==> src/rtl/mbx_pkg.sv <==
package mbx_pkg;

  // Per-flag event pair produced from the two ports' decoded accesses
  typedef struct packed {
    logic set;
    logic clr;
  } flag_evt_t;

  function automatic logic is_wr(input logic en, input logic rnw);
    return en & ~rnw;
  endfunction

  function automatic logic is_rd(input logic en, input logic rnw, input logic oe);
    return en & rnw & oe;
  endfunction

endpackage

==> src/rtl/mbx_port_decode.sv <==
module mbx_port_decode
  import mbx_pkg::*;
#(
  parameter int ADDR_W = 13,
  parameter logic [ADDR_W-1:0] OWN_BOX = '1,
  parameter logic [ADDR_W-1:0] PEER_BOX = '0
) (
  input  logic              en,
  input  logic              rnw,
  input  logic              oe,
  input  logic [ADDR_W-1:0] addr,
  output logic              wr_peer,
  output logic              rd_own
);

  logic hit_own;
  logic hit_peer;

  always_comb begin
    hit_own  = (addr == OWN_BOX);
    hit_peer = (addr == PEER_BOX);
    wr_peer  = is_wr(en, rnw) & hit_peer;
    rd_own   = is_rd(en, rnw, oe) & hit_own;
  end

endmodule

==> src/rtl/mbx_flag.sv <==
module mbx_flag
  import mbx_pkg::*;
(
  input  logic      clk,
  input  logic      rst,
  input  flag_evt_t evt,
  output logic      irq_n
);

  always_ff @(posedge clk) begin
    if (rst)          irq_n <= 1'b1;
    else if (evt.set) irq_n <= 1'b0;
    else if (evt.clr) irq_n <= 1'b1;
  end


  flag_rst_chk: assert property (@(posedge clk) rst |=> irq_n);


  set_wins_chk: assert property (@(posedge clk) disable iff (rst)
    evt.set |=> !irq_n);


  hold_chk: assert property (@(posedge clk) disable iff (rst)
    (!evt.set && !evt.clr) |=> $stable(irq_n));

endmodule

==> src/rtl/mbx_irq.sv <==
module mbx_irq
  import mbx_pkg::*;
#(
  parameter int ADDR_W = 13
) (
  input  logic              clk,
  input  logic              rst,
  input  logic              l_en,
  input  logic              l_rnw,
  input  logic              l_oe,
  input  logic [ADDR_W-1:0] l_addr,
  input  logic              r_en,
  input  logic              r_rnw,
  input  logic              r_oe,
  input  logic [ADDR_W-1:0] r_addr,
  output logic              l_irq_n,
  output logic              r_irq_n
);

  localparam int NSIDE = 2;
  localparam logic [ADDR_W-1:0] R_BOX = '1;
  localparam logic [ADDR_W-1:0] L_BOX = R_BOX - 1'b1;

  logic [NSIDE-1:0] en_a, rnw_a, oe_a;
  logic [ADDR_W-1:0] addr_a [NSIDE];
  logic [NSIDE-1:0] wr_peer, rd_own, irq_a;
  flag_evt_t evt_a [NSIDE];

  always_comb begin
    en_a      = {r_en, l_en};
    rnw_a     = {r_rnw, l_rnw};
    oe_a      = {r_oe, l_oe};
    addr_a[0] = l_addr;
    addr_a[1] = r_addr;
  end

  // side 0 = left (inbox L_BOX), side 1 = right (inbox R_BOX)
  for (genvar s = 0; s < NSIDE; s++) begin : g_side
    localparam logic [ADDR_W-1:0] OWN  = (s == 0) ? L_BOX : R_BOX;
    localparam logic [ADDR_W-1:0] PEER = (s == 0) ? R_BOX : L_BOX;

    mbx_port_decode #(.ADDR_W(ADDR_W), .OWN_BOX(OWN), .PEER_BOX(PEER)) u_dec (
      .en      (en_a[s]),
      .rnw     (rnw_a[s]),
      .oe      (oe_a[s]),
      .addr    (addr_a[s]),
      .wr_peer (wr_peer[s]),
      .rd_own  (rd_own[s])
    );

    always_comb begin
      evt_a[s].set = wr_peer[NSIDE-1-s];
      evt_a[s].clr = rd_own[s];
    end

    mbx_flag u_flag (
      .clk   (clk),
      .rst   (rst),
      .evt   (evt_a[s]),
      .irq_n (irq_a[s])
    );
  end

  assign l_irq_n = irq_a[0];
  assign r_irq_n = irq_a[1];


  l_sets_r_chk: assert property (@(posedge clk) disable iff (rst)
    (l_en && !l_rnw && l_addr == R_BOX) |=> !r_irq_n);


  r_sets_l_chk: assert property (@(posedge clk) disable iff (rst)
    (r_en && !r_rnw && r_addr == L_BOX) |=> !l_irq_n);


  r_clears_chk: assert property (@(posedge clk) disable iff (rst)
    (r_en && r_rnw && r_oe && r_addr == R_BOX &&
     !(l_en && !l_rnw && l_addr == R_BOX)) |=> r_irq_n);


  l_clears_chk: assert property (@(posedge clk) disable iff (rst)
    (l_en && l_rnw && l_oe && l_addr == L_BOX &&
     !(r_en && !r_rnw && r_addr == L_BOX)) |=> l_irq_n);


  idle_ports_chk: assert property (@(posedge clk) disable iff (rst)
    (!l_en && !r_en) |=> ($stable(l_irq_n) && $stable(r_irq_n)));


  own_box_wr_chk: assert property (@(posedge clk) disable iff (rst)
    (l_en && !l_rnw && l_addr == L_BOX && !r_en) |=>
    ($stable(l_irq_n) && $stable(r_irq_n)));

endmodule

==> config.mk <==
export PLATFORM = sky130hd
export DESIGN_NAME = mbx_irq
export DESIGN_NICKNAME = d
export VERILOG_FILES = /design/src/rtl/mbx_pkg.sv /design/src/rtl/mbx_port_decode.sv /design/src/rtl/mbx_flag.sv /design/src/rtl/mbx_irq.sv
export SDC_FILE = /design/constraint.sdc
export NUM_CORES = 1
export LEC_CHECK = 0
export CORE_AREA = 2 2 39 41
export DETAILED_ROUTE_END_ITERATION = 8
export DIE_AREA = 0 0 41 43
export PLACE_DENSITY = 0.57
export SLEW_MARGIN = 10
export SYNTH_ARGS = -nofsm -noshare
export SYNTH_HDL_FRONTEND = slang
export SYNTH_SLANG_ARGS = --single-unit
==> constraint.sdc <==
create_clock -name clk -period 3.4 [get_ports clk]
set_clock_uncertainty 0.15 [all_clocks]
set_input_delay 0.68 -clock clk [delete_from_list [all_inputs] [get_ports clk]]
set_output_delay 0.68 -clock clk [all_outputs]
set_load 0.005 [all_outputs]
### Word level (Yosys, flattened, before mapping)

Cells that the tools add are included.
W data, S select, Z words.

* mux-type cells: 4
* reduce and logical (&&, ||, !) cells: 2
* equal/unequal tests: 4
* bitwise logic cells: 12

Operator list (number)
* $eq A13 B13 Y1 const B: 4
* $and A1 B1 Y1: 10
* $mux W1: 4
* $reduce_bool A2 Y1: 2
* $not A1 Y1: 2

* bits of input ports: 34
* flip-flop bits (word level): 2
* output and inout port bits: 2

### Logic depth before layout (Yosys ltp)

* depth in word-level cells: 5
* depth in mapped cells: 4
* mapped depth without buffers: 4

### Cells and area by module

Synthesis repeated with hierarchy kept, for this count alone.

* cells, all modules: 20
* area total of the unflattened synthesis: 172.7 um^2

By module, submodules not included
* mbx_flag: sequential area each 20.0 um^2, cells each 3, times used 2, area each 35.0 um^2
* mbx_port_decode (g_side[0].u_dec): sequential area each 0.0 um^2, cells each 7, times used 1, area each 53.8 um^2
* mbx_port_decode (g_side[1].u_dec): sequential area each 0.0 um^2, cells each 7, times used 1, area each 48.8 um^2

### Worst setup path before layout

Ideal clock, no wire load.

* path type: input to register
* from: in l_addr[7]
* to: reg g_side[0].u_flag.irq_n
* data arrival time: 1.329 ns
* buffers on the path: 0
* path slack: 1.842 ns
* stages on the path: 4
* data required time: 3.171 ns
* library setup time: 0.079 ns
* path through: nand4_1 > nor4_2 > nand4b_1 > a22oi_1

* cells in the longest elaborated chain, start to end: 3

Ends and longest elaborated chain
* start: declaration: line mbx_irq.sv:11 `input logic [ADDR_W-1:0] l_addr,`
* $eq A13 B13 Y1: line mbx_port_decode.sv:20 `hit_own = (addr == OWN_BOX);`
* $and A1 B1 Y1: line mbx_port_decode.sv:23 `rd_own = is_rd(en, rnw, oe) & hit_own;`
* $reduce_bool A2 Y1 (no source line)
* end signal: assignment: line mbx_flag.sv:11 `if (rst) irq_n <= 1'b1;`
* end signal: assignment: line mbx_flag.sv:12 `else if (evt.set) irq_n <= 1'b0;`
* end signal: assignment: line mbx_flag.sv:13 `else if (evt.clr) irq_n <= 1'b1;`
* end: declaration: line mbx_flag.sv:7 `output logic irq_n`

No other way between the ends.
A chain may end at the register's enable or synchronous reset.

### Worst setup path in the final report

* from: reg g_side[1].u_flag.irq_n
* to: out r_irq_n

RTL lines
* start: declaration: line mbx_flag.sv:7
* start signal: assignment: line mbx_flag.sv:11
* start signal: assignment: line mbx_flag.sv:12
* start signal: assignment: line mbx_flag.sv:13
* end: declaration: line mbx_irq.sv:17 `output logic r_irq_n`

No word-level cell between the ends.

==> results.json <==
{
  "synth_cell_types": 10,
  "startpoint_type": "register",
  "largest_reg_flops": 2,
  "synth_area_sq_um": 155.1,
  "seq_area_frac_synth": 0.2581,
  "drc": 0,
  "clock_latency_ns": 0.22,
  "arrival_ns": 1.05,
  "via_count": 335,
  "maxSlewHeadroom": 0.8275,
  "cap_violations": 0,
  "crit_required_ns": 2.57,
  "crit_type": "register to primary output",
  "rr_startpoint": "g_side[0].u_flag.irq_n",
  "ios": 36,
  "gp_congestion": 0.6130,
  "worstMarginPinSlew_ns": 0.2566,
  "netlist_instances": 20,
  "routed_wl_um": 727,
  "grt_use_total": 0.09820,
  "diodes": 0,
  "whs_path_depth": 2,
  "p_leak_nw": 0.1842,
  "grt_pass1_vias": 354,
  "post_drt_wl_per_cell_um": 9.824,
  "endpoint_kind": "primary output",
  "rows": 14,
  "r2r.worst_path.cells": 2,
  "antenna_found_initial": 0,
  "reg_top3": "g_side.u_flag.irq_n: 2 flops",
  "crit_slowest_cell": "clkdlybuf4s50_1",
  "max_freq_mhz": 532.8,
  "post-cts-setup-buffers": 0,
  "drt_pass1_iterations": 2,
  "die-width_um": 41,
  "hold_violations": 0,
  "cts_tree": "built",
  "hold_path_end": "g_side[1].u_flag.irq_n",
  "syn-mean-instance-area_sq_um": 7.757,
  "synth_top_area_cell": "dfxtp_1",
  "ctsHoldBuffers": 0,
  "power_density_nw_per_um2": 215.2,
  "drive_above_1_share": 0.08621,
  "crit_fanout": 2,
  "fp.dieH_um": 43,
  "fin_tns_setup_ns": 0,
  "ys_ff_latch": 2,
  "reg2reg_slack_ns": 2.64,
  "syn_nets": 54,
  "area_delta_synth_final_pct": 253.2,
  "clkTransAtPathRegs_ns": 0.03,
  "h-tree-depth": 1,
  "grt_max_degree": 5,
  "grt_pass1_wl_mm": 1.152,
  "cp_slowest_stage_delay_ns": 0.50,
  "finalSetupViolCount": 0,
  "crit_buf_inv": 1,
  "dieArea_sq_um": 1763,
  "port_buffers": 35,
  "reg2reg_to": "g_side[0].u_flag.irq_n",
  "rsz0062_at_grt": "no",
  "regMostFlops": "g_side.u_flag.irq_n",
  "instances_no_fill": 74,
  "yosysWarningCount": 0,
  "status": "complete, no violations",
  "drtIter0Drc": 4,
  "cts.path.max_buffers": 2,
  "core-area_sq_um": 1384,
  "synth_area_leaders": "dfxtp_1 26%, nand4_1 20%, nor4_2 16%, nor2_1 7.3%, nand3_1 6.5%",
  "synth_top_cell_area_share": 0.2581,
  "dp_cells": 71,
  "grt_overflow": 0,
  "hold_start": "g_side[1].u_flag.irq_n",
  "final_nets": 94,
  "cts_num_sinks": 2,
  "hpwl_um": 649.1,
  "fin_crit_sh": 0.5520,
  "cp_cell_sequence": "clkdlybuf4s50_1",
  "drtAntennaViolNets": 0,
  "post-route-min-period_ns": 1.877,
  "initial_core_util": 0.1121,
  "cts-root-buf": "clkbuf_4",
  "slew_violations": 0,
  "hold_class": "register to register",
  "viasPerCell": 4.527,
  "cts_buffers": 3,
  "max-vdd-ir-drop_v": 0.00008886,
  "critPathTopFamily": "buffers and inverters",
  "cts_resized": 0
}
-- worst max path at each step --
stage                           start                     end  slack [ns]  depth (start not counted)
6_report       g_side[1].u_flag.irq_n                 r_irq_n        1.52                          1
5_1_grt                     l_addr[6]  g_side[0].u_flag.irq_n        1.38                          5
4_1_cts                     l_addr[6]  g_side[0].u_flag.irq_n        1.51                          5
3_5_place_dp                l_addr[6]  g_side[0].u_flag.irq_n        1.29                          5
3_3_place_gp                l_addr[7]  g_side[0].u_flag.irq_n        1.25                          5
2_1_floorplan               l_addr[7]  g_side[0].u_flag.irq_n        1.84                          4
-- where the power goes --
group | total (W) | internal [W] | switching, W
Combinational | 0.0000423 | 0.0000344 | 0.00000791
Clock | 0.0000520 | 0.0000389 | 0.0000131
Sequential | 0.0000237 | 0.0000237 | 0.000000000733
-- metrics by stage --
step / hold WS, ns / util / power, W / setup slack [ns] / area (sq um)
after global placement: 0.3518 / 0.3797 / 0.00006620 / 1.248 / 525.5
final: 0.3538 / 0.3960 / 0.0001180 / 1.523 / 548.0
after CTS: 0.3603 / 0.3960 / 0.0001206 / 1.507 / 548.0
after global routing: 0.3880 / 0.3960 / 0.0001256 / 1.377 / 548.0
after floorplan: 0.3420 / - / 0.00002714 / 1.842 / 155.1
after detailed placement: 0.3566 / 0.3797 / 0.00006642 / 1.287 / 525.5
-- placed cells by master (no fill, tap or decap) --
cell type and count:
dfxtp_1 2, a22oi_1 1, nor4_2 2, nand4b_1 1, clkdlybuf4s50_1 35, nand4_1 5
nor3_1 1, a32oi_1 1, nor2_1 3, clkbuf_4 3, nand3_1 2, nand2_1 2
-- Yosys cell counts --
cell and n:
nand3_1 2, nand4b_1 1, dfxtp_1 2, nor3_1 1
a32oi_1 1, nor4_2 2, nand4_1 5, nor2_1 3
nand2_1 2, a22oi_1 1
-- routing by layer --
metal | wire (um) | vias up | track usage
met5 | 0 | - | 0
met4 | 8 | 0 | 0.1000
met3 | 120 | 2 | 0.02618
met2 | 346 | 27 | 0.1500
met1 | 251 | 144 | 0.09585
li1 | - | 162 | -
-- layout make-up --
type,instances,area [sq um]
clock buffers,3,22.52
fillers,153,835.8
multi-input cells,18,115.1
flip-flops and latches,2,40.04
well taps,16,20.02
repair buffers,35,350.3
-- logic make-up after synthesis --
group	Yosys count	synth area share
AND/OR/NAND/NOR	16	0.6371
flip-flops	2	0.2581
AO/OA/AOI/OAI	2	0.1049
Power figures use the tool's default switching activity.
